[src/rtl/ep0_pkg.sv]
// Package: shared codes for the endpoint-zero handshake controller.
// Assumes the serial engine reports token types with the 2-bit codes below.
package ep0_pkg;
    typedef enum logic [1:0] {
        TK_OUT   = 2'd0,
        TK_IN    = 2'd1,
        TK_SETUP = 2'd2,
        TK_RSVD  = 2'd3
    } tok_t;

    typedef enum logic [1:0] {
        HS_NONE  = 2'd0,
        HS_ACK   = 2'd1,
        HS_NAK   = 2'd2,
        HS_STALL = 2'd3
    } hs_t;

    localparam int unsigned REG_CTRL  = 8;
    localparam int unsigned REG_IRQ   = 9;
    localparam int unsigned REG_INBC  = 10;
    localparam int unsigned REG_OUTBC = 11;
endpackage

[src/rtl/ep0_setup_capture.sv]
// Module: ep0_setup_capture
// Collects the bytes of a SETUP data packet into a staging register and
// commits them to the readable buffer only when the packet closes with a good
// CRC, a DATA0 toggle and exactly NBYTES bytes.
// Assumes rx_eop arrives in a cycle of its own, after the last byte.
module ep0_setup_capture #(
    parameter int unsigned NBYTES = 8
) (
    input  logic                  clk,
    input  logic                  rst_n,
    input  logic                  start,
    input  logic                  byte_valid,
    input  logic [7:0]            byte_in,
    input  logic                  eop,
    input  logic                  crc_ok,
    input  logic                  data1,
    output logic                  commit,
    output logic                  su_dir_in,
    output logic                  su_len_nz,
    output logic [NBYTES*8-1:0]   buf_q
);
    localparam int unsigned CNT_W = $clog2(NBYTES + 2);
    localparam int unsigned BITS  = NBYTES * 8;

    logic              cap_q;
    logic [CNT_W-1:0]  cnt_q;
    logic [BITS-1:0]   stage_q;

    // A packet is accepted only when every condition of a clean SETUP holds.
    assign commit    = cap_q && eop && crc_ok && !data1 && (cnt_q == CNT_W'(NBYTES));
    // Request direction and length come from the staged bytes being committed.
    assign su_dir_in = stage_q[7];
    assign su_len_nz = |stage_q[BITS-1 -: 16];

    // Capture window: opened by a SETUP token, closed by any end of packet.
    always_ff @(posedge clk) begin
        if (!rst_n) begin
            cap_q <= 1'b0;
            cnt_q <= '0;
        end else if (start) begin
            cap_q <= 1'b1;
            cnt_q <= '0;
        end else if (cap_q && eop) begin
            cap_q <= 1'b0;
        end else if (cap_q && byte_valid && cnt_q <= CNT_W'(NBYTES)) begin
            cnt_q <= cnt_q + 1'b1;
        end
    end

    // Staging register: byte i lands in lane i; extra bytes are dropped.
    always_ff @(posedge clk) begin
        if (!rst_n) begin
            stage_q <= '0;
        end else if (cap_q && byte_valid && !start) begin
            for (int i = 0; i < NBYTES; i++) begin
                if (cnt_q == CNT_W'(i)) stage_q[i*8 +: 8] <= byte_in;
            end
        end
    end

    // Readable buffer: updated only on an accepted packet.
    always_ff @(posedge clk) begin
        if (!rst_n) buf_q <= '0;
        else if (commit) buf_q <= stage_q;
    end
endmodule

[src/rtl/ep0_stage_ctrl.sv]
// Module: ep0_stage_ctrl
// Tracks the control transfer stage and decides the handshake for every
// endpoint-zero transaction. Decisions use the register state before the edge.
// Assumes CPU writes and tokens do not fall in the same cycle in normal use.
module ep0_stage_ctrl (
    input  logic       clk,
    input  logic       rst_n,
    input  logic       tok_hit,
    input  logic [1:0] tok_pid,
    input  logic       commit,
    input  logic       su_dir_in,
    input  logic       su_len_nz,
    input  logic       stall,
    input  logic       release_q,
    input  logic       in_armed,
    input  logic       out_armed,
    output logic       ack_in,
    output logic       ack_out,
    output logic       hs_valid,
    output logic [1:0] hs_code
);
    import ep0_pkg::*;

    logic       active_q;
    logic       stat_in_q;
    logic       is_in;
    logic       is_data_tok;
    logic       is_status;
    logic       armed_dir;
    logic       dec_valid;
    logic [1:0] dec_code;
    logic       status_done;

    assign is_in       = (tok_pid == TK_IN);
    assign is_data_tok = tok_hit && (tok_pid == TK_IN || tok_pid == TK_OUT);
    assign is_status   = active_q && (is_in == stat_in_q);
    assign armed_dir   = is_in ? in_armed : out_armed;

    // Handshake decision for the transaction sampled this cycle.
    always_comb begin
        dec_valid   = 1'b0;
        dec_code    = HS_NONE;
        status_done = 1'b0;
        ack_in      = 1'b0;
        ack_out     = 1'b0;
        if (commit) begin
            dec_valid = 1'b1;
            dec_code  = HS_ACK;
        end else if (is_data_tok) begin
            dec_valid = 1'b1;
            if (stall && release_q) begin
                dec_code = HS_STALL;
            end else if (is_status) begin
                dec_code    = release_q ? HS_ACK : HS_NAK;
                status_done = release_q;
            end else if (armed_dir) begin
                dec_code = HS_ACK;
                ack_in   = is_in;
                ack_out  = !is_in;
            end else begin
                dec_code = HS_NAK;
            end
        end
    end

    // Stage state: a transfer is live from an accepted SETUP to its status ACK.
    always_ff @(posedge clk) begin
        if (!rst_n) begin
            active_q  <= 1'b0;
            stat_in_q <= 1'b1;
        end else if (tok_hit && tok_pid == TK_SETUP) begin
            active_q <= 1'b0;
        end else if (commit) begin
            active_q  <= 1'b1;
            stat_in_q <= su_len_nz ? !su_dir_in : 1'b1;
        end else if (status_done) begin
            active_q <= 1'b0;
        end
    end

    // Registered handshake output, one cycle per decision.
    always_ff @(posedge clk) begin
        if (!rst_n) begin
            hs_valid <= 1'b0;
            hs_code  <= HS_NONE;
        end else begin
            hs_valid <= dec_valid;
            hs_code  <= dec_code;
        end
    end
endmodule

[src/rtl/ep0_cpu_regs.sv]
// Module: ep0_cpu_regs
// CPU-visible registers: setup bytes, control bits, interrupt flags and the
// two data-stage byte counts. The read port is combinational.
// Assumes a SETUP token outranks any CPU write to the bits it clears.
module ep0_cpu_regs #(
    parameter int unsigned NBYTES = 8,
    parameter int unsigned ADDR_W = 4,
    parameter int unsigned BC_W   = 8
) (
    input  logic                 clk,
    input  logic                 rst_n,
    input  logic                 cpu_wr,
    input  logic [ADDR_W-1:0]    cpu_addr,
    input  logic [7:0]           cpu_wdata,
    output logic [7:0]           cpu_rdata,
    input  logic                 setup_tok,
    input  logic                 commit,
    input  logic                 ack_in,
    input  logic                 ack_out,
    input  logic [NBYTES*8-1:0]  buf_q,
    output logic                 stall_q,
    output logic                 release_q,
    output logic                 in_armed_q,
    output logic                 out_armed_q,
    output logic                 irq_tok_q,
    output logic                 irq_dat_q
);
    import ep0_pkg::*;

    logic            wr_ctrl, wr_irq, wr_inbc, wr_outbc;
    logic [BC_W-1:0] in_bc_q, out_bc_q;

    assign wr_ctrl  = cpu_wr && cpu_addr == ADDR_W'(REG_CTRL);
    assign wr_irq   = cpu_wr && cpu_addr == ADDR_W'(REG_IRQ);
    assign wr_inbc  = cpu_wr && cpu_addr == ADDR_W'(REG_INBC);
    assign wr_outbc = cpu_wr && cpu_addr == ADDR_W'(REG_OUTBC);

    // Control bits: a SETUP token wipes them; release is set-only by the CPU.
    always_ff @(posedge clk) begin
        if (!rst_n || setup_tok) begin
            stall_q   <= 1'b0;
            release_q <= 1'b0;
        end else if (wr_ctrl) begin
            stall_q   <= cpu_wdata[0];
            release_q <= release_q | cpu_wdata[1];
        end
    end

    // Arming flags and counts: written by the CPU, cleared by the ACK or a SETUP.
    always_ff @(posedge clk) begin
        if (!rst_n) begin
            in_armed_q  <= 1'b0;
            out_armed_q <= 1'b0;
            in_bc_q     <= '0;
            out_bc_q    <= '0;
        end else begin
            if (setup_tok)     in_armed_q <= 1'b0;
            else if (wr_inbc)  in_armed_q <= 1'b1;
            else if (ack_in)   in_armed_q <= 1'b0;
            if (setup_tok)     out_armed_q <= 1'b0;
            else if (wr_outbc) out_armed_q <= 1'b1;
            else if (ack_out)  out_armed_q <= 1'b0;
            if (wr_inbc)  in_bc_q  <= cpu_wdata[BC_W-1:0];
            if (wr_outbc) out_bc_q <= cpu_wdata[BC_W-1:0];
        end
    end

    // Interrupt flags: hardware set wins over a write-one clear.
    always_ff @(posedge clk) begin
        if (!rst_n) begin
            irq_tok_q <= 1'b0;
            irq_dat_q <= 1'b0;
        end else begin
            irq_tok_q <= setup_tok | (irq_tok_q & ~(wr_irq & cpu_wdata[0]));
            irq_dat_q <= commit    | (irq_dat_q & ~(wr_irq & cpu_wdata[1]));
        end
    end

    // Read multiplexer over the register map.
    always_comb begin
        cpu_rdata = 8'h00;
        for (int i = 0; i < NBYTES; i++) begin
            if (cpu_addr == ADDR_W'(i)) cpu_rdata = buf_q[i*8 +: 8];
        end
        if (cpu_addr == ADDR_W'(REG_CTRL))
            cpu_rdata = {4'h0, out_armed_q, in_armed_q, release_q, stall_q};
        if (cpu_addr == ADDR_W'(REG_IRQ))
            cpu_rdata = {6'h00, irq_dat_q, irq_tok_q};
        if (cpu_addr == ADDR_W'(REG_INBC))  cpu_rdata = 8'(in_bc_q);
        if (cpu_addr == ADDR_W'(REG_OUTBC)) cpu_rdata = 8'(out_bc_q);
    end
endmodule

[src/rtl/ep0_ctrl_hs.sv]
// Module: ep0_ctrl_hs (top)
// Endpoint-zero control transfer handshake controller. Joins the setup
// capture, the stage tracker and the CPU registers.
// Assumes decoded packets from a serial engine and one transaction at a time.
module ep0_ctrl_hs #(
    parameter int unsigned NBYTES = 8,
    parameter int unsigned EP_W   = 4,
    parameter int unsigned ADDR_W = 4,
    parameter int unsigned BC_W   = 8
) (
    input  logic              clk,
    input  logic              rst_n,
    input  logic              tok_valid,
    input  logic [1:0]        tok_pid,
    input  logic [EP_W-1:0]   tok_ep,
    input  logic              rx_byte_valid,
    input  logic [7:0]        rx_byte,
    input  logic              rx_eop,
    input  logic              rx_crc_ok,
    input  logic              rx_data1,
    output logic              hs_valid,
    output logic [1:0]        hs_code,
    input  logic              cpu_wr,
    input  logic [ADDR_W-1:0] cpu_addr,
    input  logic [7:0]        cpu_wdata,
    output logic [7:0]        cpu_rdata,
    output logic              irq_setup_tok,
    output logic              irq_setup_data
);
    import ep0_pkg::*;

    logic                tok_hit, setup_tok, commit, su_dir_in, su_len_nz;
    logic                stall_q, release_q, in_armed_q, out_armed_q;
    logic                ack_in, ack_out;
    logic [NBYTES*8-1:0] buf_q;

    assign tok_hit   = tok_valid && (tok_ep == '0);
    assign setup_tok = tok_hit && (tok_pid == TK_SETUP);

    ep0_setup_capture #(.NBYTES(NBYTES)) u_cap (
        .clk(clk), .rst_n(rst_n), .start(setup_tok),
        .byte_valid(rx_byte_valid), .byte_in(rx_byte), .eop(rx_eop),
        .crc_ok(rx_crc_ok), .data1(rx_data1), .commit(commit),
        .su_dir_in(su_dir_in), .su_len_nz(su_len_nz), .buf_q(buf_q)
    );

    ep0_stage_ctrl u_stage (
        .clk(clk), .rst_n(rst_n), .tok_hit(tok_hit), .tok_pid(tok_pid),
        .commit(commit), .su_dir_in(su_dir_in), .su_len_nz(su_len_nz),
        .stall(stall_q), .release_q(release_q), .in_armed(in_armed_q),
        .out_armed(out_armed_q), .ack_in(ack_in), .ack_out(ack_out),
        .hs_valid(hs_valid), .hs_code(hs_code)
    );

    ep0_cpu_regs #(.NBYTES(NBYTES), .ADDR_W(ADDR_W), .BC_W(BC_W)) u_regs (
        .clk(clk), .rst_n(rst_n), .cpu_wr(cpu_wr), .cpu_addr(cpu_addr),
        .cpu_wdata(cpu_wdata), .cpu_rdata(cpu_rdata), .setup_tok(setup_tok),
        .commit(commit), .ack_in(ack_in), .ack_out(ack_out), .buf_q(buf_q),
        .stall_q(stall_q), .release_q(release_q), .in_armed_q(in_armed_q),
        .out_armed_q(out_armed_q), .irq_tok_q(irq_setup_tok),
        .irq_dat_q(irq_setup_data)
    );
endmodule

[config.mk]
export PLATFORM = sky130hd
export DESIGN_NAME = ep0_ctrl_hs
export DESIGN_NICKNAME = d
export VERILOG_FILES = /design/src/rtl/ep0_pkg.sv /design/src/rtl/ep0_setup_capture.sv /design/src/rtl/ep0_stage_ctrl.sv /design/src/rtl/ep0_cpu_regs.sv /design/src/rtl/ep0_ctrl_hs.sv
export SDC_FILE = /design/constraint.sdc
export NUM_CORES = 1
export LEC_CHECK = 0
export ABC_AREA = 1
export CAP_MARGIN = 40
export CORE_MARGIN = 2
export CORE_UTILIZATION = 40
export DETAILED_ROUTE_END_ITERATION = 10
export DONT_BUFFER_PORTS = 1
export GPL_TIMING_DRIVEN = 0
export PLACE_DENSITY = 0.55
export SKIP_LAST_GASP = 1
export SYNTH_ARGS = -nofsm -noshare
export SYNTH_HDL_FRONTEND = slang
export SYNTH_SLANG_ARGS = --single-unit
[constraint.sdc]
create_clock -name clk -period 1.5 [get_ports clk]
set_input_delay 0 -clock clk [delete_from_list [all_inputs] [get_ports clk]]
set_output_delay 0 -clock clk [all_outputs]
set_load 0.005 [all_outputs]
Word level (Yosys, flattened, before mapping)
Index checks and enable logic that the tools add are counted.

operators by class
  magnitude comparators = 1
  bitwise logic cells = 13
  reductions and logical operators = 44
  equal/unequal tests = 22
  $add $sub $neg = 1
  mux-type cells = 44

operators with widths
  operator                                                         number
  8-bit two-way mux                                                12
  4-bit by 3-bit == test with 1-bit output, second input constant  8
  1-bit two-way mux                                                28
  4-bit == test, second input constant                             5
  2-bit AND reduction                                              10
  4-bit by 2-bit == test with 1-bit output, second input constant  4
  1-bit logical AND                                                16
  16-bit OR reduction                                              1
  4-bit zero test                                                  3
  4-bit by 1-bit == test with 1-bit output, second input constant  2
  2-bit two-way mux                                                4
  2-bit nonzero test                                               4
  1-bit inverter                                                   6
  1-bit zero test                                                  5
  4-bit by 1-bit adder with 4-bit output, second input constant    1
  1-bit bitwise AND                                                4
  4-bit <= comparator, second input constant                       1
  1-bit bitwise OR                                                 3
  3-bit OR reduction                                               1
  2-bit by 1-bit == test with 1-bit output, second input constant  1
  2-bit == test, second input constant                             1
  2-bit zero test                                                  1
  1-bit logical OR                                                 2
  2-bit OR reduction                                               1
  1-bit == test                                                    1

word-level totals
  output and inout port bits = 13
  flip-flop bits (word level) = 160
  input port bits = 34
  logic and storage cells = 149

Depth between registers and ports, before layout
Gate-level depths: netlist (run 1).

  depth after elaboration = 13
  gate-level depth with buffers = 11
  mapped depth without buffers = 10

Cells and area by module
Synthesis (run 1) repeated with hierarchy kept, for this count alone.

second synthesis, totals
  cell total of the unflattened synthesis = 1165
  area total of the unflattened synthesis = 7666.1 um2

by module, submodules not included
  module             seq. area each (um2)  area each (um2)  cells each  instances
  ep0_setup_capture  2662.6                5754.3           844         1
  ep0_cpu_regs       440.4                 1582.8           269         1
  ep0_stage_ctrl     100.1                 301.5            45          1
  ep0_ctrl_hs        0.0                   27.5             7           1

Least setup slack after synthesis (run 1)
Ideal clock, no wire load.

  path kind = register -> register
  start = reg u_cap.cnt_q[0]
  end = reg u_cap.buf_q[24]
  clock period less this slack = 1.482 ns
  path buffers = 2
  setup time = 0.064 ns
  path slack = 0.018 ns
  data required time = 1.436 ns
  data arrival time = 1.418 ns
  stages on the path, launching flop included = 10
  cells stage by stage = dfxtp_1 > inv_1 > ha_1 > inv_1 > nor3_1 > nand2_1 > buf_2 > clkbuf_1 > o21ai_0 > nor2_1

on the way
  word-level cells in the longest chain between the ends = 2

RTL lines
  item                    line                     source
  start, declared         ep0_setup_capture.sv:26  logic [CNT_W-1:0] cnt_q;
  start signal, assigned  ep0_setup_capture.sv:46  cnt_q <= cnt_q + 1'b1;
  4-bit == test           ep0_setup_capture.sv:30  assign commit = cap_q && eop && crc_ok && !data1 && (cnt_q == CNT_W'(NBYTES));
  1-bit logical AND       ep0_setup_capture.sv:30
  end signal, assigned    ep0_setup_capture.sv:64  else if (commit) buf_q <= stage_q;
  end, declared           ep0_setup_capture.sv:20  output logic [NBYTES*8-1:0] buf_q

No other way between the ends.
A chain may end at the register's enable or synchronous reset.

Final worst setup path (run 1)
  start = reg u_cap.cnt_q[1]
  end = reg u_cap.buf_q[18]

The elaborated chain is that of the path after synthesis.

==> results of run 1 <==
layer usage:
metal | global-route usage (%) | up-vias | share of wire, %
met5 | 0 | - | 0
met4 | 8.71 | 0 | 3.5
met3 | 4.50 | 53 | 4.0
met2 | 38.6 | 163 | 46
met1 | 34.2 | 3089 | 47
li1 | - | 3280 | -
layout make-up:
type	instances	area [µm²]	area share (%)
clock buffers	18	429	4.73
plain buffers	52	410	4.53
flip-flops and latches	160	3230	35.6
repair buffers	67	758	8.36
well taps	220	275	3.04
multi-input cells	671	3460	38.2
clock inverters	13	165	1.82
inverters	88	340	3.75
power by group:
| part | internal, µW | total, µW | switching (µW) | leakage, µW |
|---|---|---|---|---|
| combinational | 111 | 390 | 279 | 0.00227 |
| sequential | 4250 | 4260 | 5.17 | 0.00130 |
| clock | 2610 | 4460 | 1850 | 0.000278 |
| total | 6980 | 9110 | 2130 | 0.00384 |
kinds of logic after synthesis:
logic type / count (synthesis) / synth area share, %
simple gates: 488 / 30.0
buf+inv: 140 / 8.74
compound gates: 179 / 13.2
flops: 160 / 47.3
fa+ha+maj: 4 / 0.739
synth_stat cells (all sizes together):
library cell	count	area [µm²]
o21ai	77	385
clkinv	1	3.75
nand2	231	867
nand4	18	128
nor3	3	26.3
nand3b	1	7.51
nor2	164	633
ha	4	50.1
nor4	4	25.0
nand3	63	315
or2	3	18.8
clkbuf	22	83.8
buf	30	178
dfxtp	160	3200
a21oi	102	510
inv	87	327
nor3b	1	7.51
sequential cells by signal, summed over array words and instances (netlist names), 2 cells and up:
name and cells:
u_cap.buf_q 64, u_cap.cnt_q 4, u_cap.stage_q 64, u_regs.in_bc_q 8, u_regs.out_bc_q 8, u_stage.hs_code 2
cell usage in the layout, fill, tap and decap left out, drive strengths merged:
master and n:
a21oi 102, buf 66, bufinv 3, clkbuf 44, clkinv 7, clkinvlp 4, dfxtp 160, dlygate4sd3 27
ha 4, inv 87, nand2 231, nand3 63, nand3b 1, nand4 18, nor2 164, nor3 3
nor3b 1, nor4 4, o21ai 77, or2 3
timing repair:
item,4_1_cts,5_1_grt
endpoints found under the setup margin,134,145
pin swaps,24,63
setup buffers,16,17
resized for setup,114,160
gates cloned,7,3
hold buffers,27,0
hold endpoints to repair,72,0
metrics by stage:
stage | setup WS [ps] | hold slack, ps | area, µm² | total power [µW] | std cells
2_1_floorplan | 17.9 | 164 | 6770 | 4540 | 971
3_3_place_gp | -448 | 169 | 7040 | 4650 | 1191
3_5_place_dp | -423 | 172 | 7040 | 4650 | 1191
4_1_cts | -83.1 | 23.9 | 8500 | 9140 | 1272
5_1_grt | -103 | 4.23 | 9070 | 9380 | 1289
6_report | -46.7 | -12.1 | 9070 | 9110 | 1289
critical path, stage by stage, from the launching register on:
cell      delay, ps
dfxtp_4         370
inv_4            50
ha_4            160
inv_4            70
nor3_4           40
nand2_2         100
clkinv_4        130
buf_12          180
buf_12          140
buf_8           130
a21oi_2         120
worst paths after layout:
path,from,cells after the start,end,slack (ps)
max,u_cap.cnt_q[1],10,u_cap.buf_q[18],-50
min reg2reg,u_cap.stage_q[23],2,u_cap.buf_q[23],450
min,cpu_addr[2],5,u_regs.in_bc_q[0],-10
max reg2reg,u_cap.cnt_q[1],10,u_cap.buf_q[18],-50
==> flow_metrics.env, run 1 <==
export IMPL_numCtsBuffers=17
export IMPL_fin_util_pct=54.7
export IMPL_holdWs_ps=-12.1
export IMPL_required_ps=1860
export IMPL_via_per_inst=5.11
export IMPL_core_area_mm2=0.0166
export IMPL_critPathKind="flip-flop to flip-flop"
export IMPL_ys_seq_elements=160
export IMPL_rows=47
export IMPL_num_fill_cells=1637
export IMPL_slew_headroom_pct=42.3
export IMPL_wl_per_cell_um=17.2
export IMPL_setup_violations=37
export IMPL_max_freq_mhz=647
export IMPL_finClkSkew_ps=7.87
export IMPL_cts_root_buf="clkbuf_16"
export IMPL_grt_first_pass_wirelength_mm=33.5
export IMPL_diodes=0
export IMPL_start_util_pct=40.8
export IMPL_grt_usage_pct=24.6
export IMPL_min_period_ps=1550
export IMPL_netlist_area_mm2=0.00677
export IMPL_power_density_mw_per_mm2=1000
export IMPL_grt_max_degree=17
export IMPL_final_hold_violation_count=4
export IMPL_cap_violations=0
export IMPL_path_clk_slew_ps=60
export IMPL_die_x_um=134
export IMPL_cts_max_path_buffers=2
export IMPL_portBuffers=0
export IMPL_ios=47
export IMPL_finalWorstSetupSlack_ps=-46.7
export IMPL_drtIter0Drc=547
export IMPL_power_leakage_uw=0.00384
export IMPL_grt_pass1_vias=6141
export IMPL_dpl_hpwl_mm=14.3
export IMPL_rsz0062_at_grt="true"
export IMPL_vias=6585
export IMPL_syn2layout_area_growth_pct=34.0
export IMPL_worstSkewPairLatency_ps=430
export IMPL_synth_avg_cell_area_um2=6.97
export IMPL_dr_pass1_iters=6
export IMPL_hold_path_class="primary input to flip-flop"
export IMPL_max_slew_worst_pin_slew_ps=866
export IMPL_routed_wirelength_mm=22.1
export IMPL_htree_levels=4
export IMPL_drv_slew=0
export IMPL_tns_ps=-644
export IMPL_outcome="finished with violations"
export IMPL_yosysUniqueCellTypes=27
export IMPL_drcViolationCount=0
export IMPL_ant_nets=0
export IMPL_clock_sinks=160
export IMPL_drive_gt1_share_pct=23.3
export IMPL_worstSetupStartpointType="flip-flop"
export IMPL_place_congestion=0.927
export IMPL_die_area_mm2=0.0180
export IMPL_antenna_found_initial=0
export IMPL_yosysWarnings=0
export IMPL_fin_crit_sh_pct=103
export IMPL_cts_tree="built"
export IMPL_cp_end_kind="flip-flop"
export IMPL_crit_arrival_ps=1910
export IMPL_violations="negative hold slack, negative setup slack"
export IMPL_yosysSeqAreaShare_pct=47.3
export IMPL_crit_fanout=8
export IMPL_synth_nets=1009
export IMPL_num_nets_final=1095
export IMPL_synthCells=971
export IMPL_grt_overflow=0
export IMPL_peakVddDrop_v=0.000848
export IMPL_die_y_um=134
(Power assumes the default switching activity.)
==> inputs of run 2 (changes only) <==
--- a/config.mk
+++ b/config.mk
@@ -7,7 +7,6 @@
 export LEC_CHECK = 0
 export ABC_AREA = 1
 export CAP_MARGIN = 40
-export CORE_MARGIN = 2
 export CORE_UTILIZATION = 40
 export DETAILED_ROUTE_END_ITERATION = 10
 export DONT_BUFFER_PORTS = 1
@@ -16,4 +15,5 @@
 export SKIP_LAST_GASP = 1
 export SYNTH_ARGS = -nofsm -noshare
 export SYNTH_HDL_FRONTEND = slang
+export SYNTH_HIERARCHICAL = 1
 export SYNTH_SLANG_ARGS = --single-unit
==> flow_metrics.env, run 2 <==
export IMPL_yosysMostFrequentCell="nand2_1"
export IMPL_critPathKind="flip-flop to flip-flop"
export IMPL_cts_root_buf="clkbuf_16"
export IMPL_synth_commonest_cells="286 x nand2_1, 234 x nor2_1, 160 x dfxtp_1"
export IMPL_core_area_mm2=0.0188
export IMPL_required_ps=1860
export IMPL_antenna_found_initial=1
export IMPL_clock_sinks=160
export IMPL_async_reset_ff_share_pct=0
export IMPL_cts_max_path_buffers=2
export IMPL_portBuffers=0
export IMPL_fin_cells=1478
export IMPL_peakVddDrop_v=0.000765
export IMPL_netlist_area_mm2=0.00767
export IMPL_ios=47
export IMPL_rows=50
export IMPL_cts_tree="built"
export IMPL_start_util_pct=40.8
export IMPL_tns_ps=0
export IMPL_crit_fanout=10
export IMPL_setup_violations=0
export IMPL_dp_cells=1399
export IMPL_htree_levels=4
export IMPL_grt_max_degree=17
export IMPL_use_met2_pct=36.2
export IMPL_largestRegisters="u_cap/buf_q: 64 flops, u_cap/stage_q: 64 flops"
export IMPL_yosysSeqAreaShare_pct=41.8
export IMPL_placed_area_mm2=0.00797
export IMPL_worst_path_buf_inv=3
export IMPL_diodes=0
export IMPL_path_clk_slew_ps=70
export IMPL_syn2layout_area_growth_pct=21.3
export IMPL_ant_nets=0
export IMPL_met1_usage_pct=31.3
export IMPL_num_nets_final=1269
export IMPL_dpl_hpwl_mm=15.7
export IMPL_outcome="finished clean"
export IMPL_r2r_slack_ps=30
export IMPL_max_slew_worst_pin_slew_ps=599
export IMPL_synth_area_leader_cell="dfxtp_1"
export IMPL_max_freq_mhz=679
export IMPL_final_hold_violation_count=0
export IMPL_num_fill_cells=1998
export IMPL_multi_input_area_mm2=0.00392
export IMPL_hold_path_class="primary input to flip-flop"
export IMPL_synth_edf_count=0
export IMPL_via_per_inst=4.84
export IMPL_rsz0062_at_grt="true"
export IMPL_drtIter0Drc=405
export IMPL_grt_busiest_layer="met2"
export IMPL_cp_end_kind="flip-flop"
export IMPL_dr_pass1_iters=4
export IMPL_ys_seq_elements=160
export IMPL_grt_pass1_vias=6679
export IMPL_slew_headroom_pct=59.9
export IMPL_layout_commonest_cell="nand2_1"
export IMPL_worstSkewPairLatency_ps=430
export IMPL_dpl_worst_slack_ps=-498
export IMPL_grt_use_met3_pct=4.00
export IMPL_finalWorstSetupSlack_ps=27.0
export IMPL_drcViolationCount=0
export IMPL_layout_common_cells="274 x nand2_1, 222 x nor2_1, 145 x dfxtp_1, 125 x nand3_1, 111 x inv_1"
export IMPL_max_stage_delay_ps=370
export IMPL_worstPathCellList="inv_4, ha_4, nand2_4, nor2_4, buf_8, buf_2, a21oi_1, nor2_1"
export IMPL_cpLargestDelayFamily="buffers and inverters"
export IMPL_die_x_um=140
export IMPL_finClkSkew_ps=6.74
export IMPL_crit_arrival_ps=1830
export IMPL_register_area_mm2=0.00322
export IMPL_power_leakage_uw=0.00366
export IMPL_place_congestion=0.810
export IMPL_grt_usage_pct=22.8
export IMPL_design_power_total_uw=8840
export IMPL_yosysWarnings=6
export IMPL_ys_flop_type="dfxtp_1"
export IMPL_fin_crit_sh_pct=98.2
export IMPL_synthCells=1165
export IMPL_grt_overflow=0
export IMPL_grt_first_pass_wirelength_mm=34.6
export IMPL_final_area_mm2=0.00930
export IMPL_cap_violations=0
export IMPL_drv_slew=0
export IMPL_min_period_ps=1470
export IMPL_vias=7159
export IMPL_die_area_mm2=0.0197
export IMPL_numCtsBuffers=17
export IMPL_die_y_um=140
export IMPL_routed_wirelength_mm=21.6
export IMPL_synth_nets=1203
export IMPL_synth_top_area_share_pct=41.8
export IMPL_worstSetupStartpointType="flip-flop"
export IMPL_power_density_mw_per_mm2=951
export IMPL_yosysUniqueCellTypes=33
export IMPL_cp_slowest_cell="dfxtp_4"
export IMPL_wl_per_cell_um=14.6
export IMPL_synth_area_leaders="dfxtp_1 42%, nand2_1 14%, nor2_1 11%, nand3_1 9.0%, a21oi_1 6.3%"
export IMPL_drive_gt1_share_pct=15.5
export IMPL_synth_avg_cell_area_um2=6.58
==> run 2: cell count changes after synthesis, sizes merged, moves of 3 or more <==
cell | previous run | this run
inv | 87 | 122
nand3 | 63 | 140
nor4 | 4 | 1
clkbuf | 22 | 9
nand2 | 231 | 295
o21ai | 77 | 6
nor2 | 164 | 254
a21oi | 102 | 98
buf | 30 | 46
==> run 2: layout make-up <==
type                    instances  share of cell area [%]
multi-input cells             826                    42.1
flip-flops and latches        160                    34.7
inverters                     124                    5.03
repair buffers                 47                    4.80
clock buffers                  18                    4.72
plain buffers                  55                    4.16
well taps                     234                    3.15
clock inverters                14                    1.35
==> run 2: kinds of logic (layout without fill, tap and decap cells) <==
kind of cell / count (synthesis) / count (layout) / synth area share (%)
DFF: 160 / 160 / 41.8
and+or+nand+nor: 715 / 715 / 40.0
adders and majority gates: 4 / 4 / 0.653
AOI/OAI and AO/OA: 107 / 107 / 7.20
buffers and inverters: 179 / 258 / 10.4
==> run 2: path summary, 6_finish.rpt <==
path | start | end | cells past startpoint
max reg2reg | u_cap/cnt_q[0] | u_cap/buf_q[6] | 8
min | cpu_wr | u_regs/in_bc_q[5] | 3
min reg2reg | u_regs/in_bc_q[6] | u_regs/in_bc_q[6] | 2
max | u_cap/cnt_q[0] | u_cap/buf_q[6] | 8
==> run 2: repair_timing <==
action	in CTS	in global routing
endpoints found under the setup margin	104	119
hold buffers	35	0
cloned	0	1
pin swaps	17	20
buffers inserted	7	4
resized for setup	56	54
hold endpoints to repair	74	0
==> run 2: layer usage <==
| metal | share of wire (%) | vias up |
|---|---|---|
| met5 | 0 | - |
| met4 | 1.6 | 0 |
| met3 | 3.4 | 29 |
| met2 | 44 | 143 |
| met1 | 51 | 3192 |
| li1 | - | 3795 |
==> run 2: where the power goes <==
part / switching (µW) / internal, µW
Sequential: 5.31 / 4250
Clock: 1910 / 2220
Combinational: 303 / 148
Total: 2220 / 6620
==> run 2: tightest hold or removal path: cells and delay by family <==
family	cells	cell delay, ps
buffers and inverters	1	210
and+or+nand+nor	1	150
AOI/OAI and AO/OA	1	60
==> run 2: stage by stage <==
stage	utilization, %	hold WS (ps)
2_1_floorplan	-	98.6
3_3_place_gp	42.5	101
3_5_place_dp	42.5	107
4_1_cts	48.5	2.73
5_1_grt	49.5	35.9
6_report	49.5	33.3
==> inputs of run 3 (changes only) <==
--- a/config.mk
+++ b/config.mk
@@ -8,6 +8,7 @@
 export ABC_AREA = 1
 export CAP_MARGIN = 40
 export CORE_UTILIZATION = 40
+export CTS_BUF_LIST = sky130_fd_sc_hd__clkbuf_16
 export DETAILED_ROUTE_END_ITERATION = 10
 export DONT_BUFFER_PORTS = 1
 export GPL_TIMING_DRIVEN = 0
==> flow_metrics.env, run 3 (synthesis results as in run 2) <==
export IMPL_wl_per_cell_um=14.6
export IMPL_finClkSkew_ps=6.11
export IMPL_die_x_um=140
export IMPL_diodes=0
export IMPL_critPathKind="flip-flop to flip-flop"
export IMPL_die_y_um=140
export IMPL_placed_area_mm2=0.00797
export IMPL_layout_common_cells="274 x nand2_1, 222 x nor2_1, 145 x dfxtp_1, 125 x nand3_1, 111 x inv_1"
export IMPL_rows=50
export IMPL_multi_input_area_mm2=0.00392
export IMPL_design_power_total_uw=8790
export IMPL_outcome="finished clean"
export IMPL_ant_nets=0
export IMPL_numCtsBuffers=17
export IMPL_ios=47
export IMPL_drive_gt1_share_pct=15.4
export IMPL_max_freq_mhz=678
export IMPL_power_leakage_uw=0.00366
export IMPL_dp_cells=1399
export IMPL_cp_end_kind="flip-flop"
export IMPL_cts_tree="built"
export IMPL_final_area_mm2=0.00929
export IMPL_crit_fanout=10
export IMPL_worstSetupStartpointType="flip-flop"
export IMPL_dpl_worst_slack_ps=-498
export IMPL_drv_slew=0
export IMPL_portBuffers=0
export IMPL_slew_headroom_pct=59.7
export IMPL_holdPathStages=6
export IMPL_grt_overflow=0
export IMPL_vias=7157
export IMPL_place_congestion=0.810
export IMPL_min_period_ps=1470
export IMPL_crit_arrival_ps=1830
export IMPL_dpl_hpwl_mm=15.7
export IMPL_required_ps=1860
export IMPL_reg2reg_depth=8
export IMPL_worstSkewPairLatency_ps=430
export IMPL_path_clk_slew_ps=70
export IMPL_dr_pass1_iters=5
export IMPL_peakVddDrop_v=0.000765
export IMPL_rsz0062_at_grt="true"
export IMPL_cap_violations=0
export IMPL_syn2layout_area_growth_pct=21.2
export IMPL_max_slew_worst_pin_slew_ps=602
export IMPL_clock_sinks=160
export IMPL_finalWorstSetupSlack_ps=25.9
export IMPL_grt_pass1_vias=6683
export IMPL_grt_max_degree=17
export IMPL_fin_crit_sh_pct=98.3
export IMPL_via_per_inst=4.84
export IMPL_final_hold_violation_count=0
export IMPL_largestRegisters="u_cap/buf_q: 64 flops, u_cap/stage_q: 64 flops"
export IMPL_fin_cells=1478
export IMPL_cts_max_path_buffers=2
export IMPL_num_nets_final=1269
export IMPL_core_area_mm2=0.0188
export IMPL_register_area_mm2=0.00322
export IMPL_start_util_pct=40.8
export IMPL_hold_path_class="primary input to flip-flop"
export IMPL_drcViolationCount=0
export IMPL_antenna_found_initial=1
export IMPL_die_area_mm2=0.0197
export IMPL_cts_root_buf="clkbuf_16"
export IMPL_grt_usage_pct=22.8
export IMPL_layout_commonest_cell="nand2_1"
export IMPL_power_density_mw_per_mm2=947
export IMPL_num_fill_cells=2000
export IMPL_routed_wirelength_mm=21.6
export IMPL_grt_first_pass_wirelength_mm=34.6
export IMPL_htree_levels=4
export IMPL_drtIter0Drc=423
export IMPL_setup_violations=0
run 3: cell types whose count changed in the layout (fill, tap and decap cells not counted), sizes merged:
| cell | change |
|---|---|
| clkbuf | -1 |
| clkinv | +1 |
run 3: worst paths after layout:
check	start	endpoint	slack [ps]
worst max register to register	u_cap/cnt_q[0]	u_cap/buf_q[6]	30
worst max-delay path	u_cap/cnt_q[0]	u_cap/buf_q[6]	30
worst min-delay path	cpu_addr[2]	u_regs/irq_dat_q	30
worst min register to register	u_regs/in_bc_q[6]	u_regs/in_bc_q[6]	460
run 3: final cells by class:
cell class	instances	share of cell area [%]
Tap cell	234	3.15
Buffer	55	4.16
Sequential cell	160	34.7
Clock buffer	17	4.58
Timing Repair Buffer	47	4.81
Clock inverter	15	1.39
Inverter	124	5.04
Multi-Input combinational cell	826	42.2
run 3: what timing repair did:
item | CTS | global route
hold buffers | 35 | 0
gates cloned | 0 | 1
buffers inserted | 7 | 4
setup endpoints to repair | 104 | 119
gates resized for setup | 56 | 54
endpoints found under the hold margin | 74 | 0
pin swaps | 17 | 20
run 3: layer usage:
| layer | up-vias | wire (µm) | global-route usage, % | part of all wire (%) |
|---|---|---|---|---|
| met5 | - | 0 | 0 | 0 |
| met4 | 0 | 347 | 6.77 | 1.6 |
| met3 | 29 | 747 | 4.00 | 3.5 |
| met2 | 131 | 9550 | 36.2 | 44 |
| met1 | 3207 | 11000 | 31.3 | 51 |
| li1 | 3790 | - | - | - |
run 3: metrics by stage:
stage               TNS (ps)  utilization (%)  hold slack, ps
CTS                     -136             48.5            2.73
floorplan                  0                -            98.6
global placement      -26400             42.5             101
finish                     0             49.5            32.9
detailed placement    -31540             42.5             107
global route           -1410             49.5            35.9
run 3: worst max-delay path, cell delays in order, from the launching register on:
cell,delay [ps]
dfxtp_4,370
inv_4,80
ha_4,140
nand2_4,70
nor2_4,140
buf_8,160
buf_2,230
a21oi_1,90
nor2_1,120
run 3: where the power goes:
group / total (µW) / switching, µW / internal, µW
Sequential: 4260 / 5.29 / 4250
Combinational: 452 / 304 / 148
Clock: 4080 / 1910 / 2170
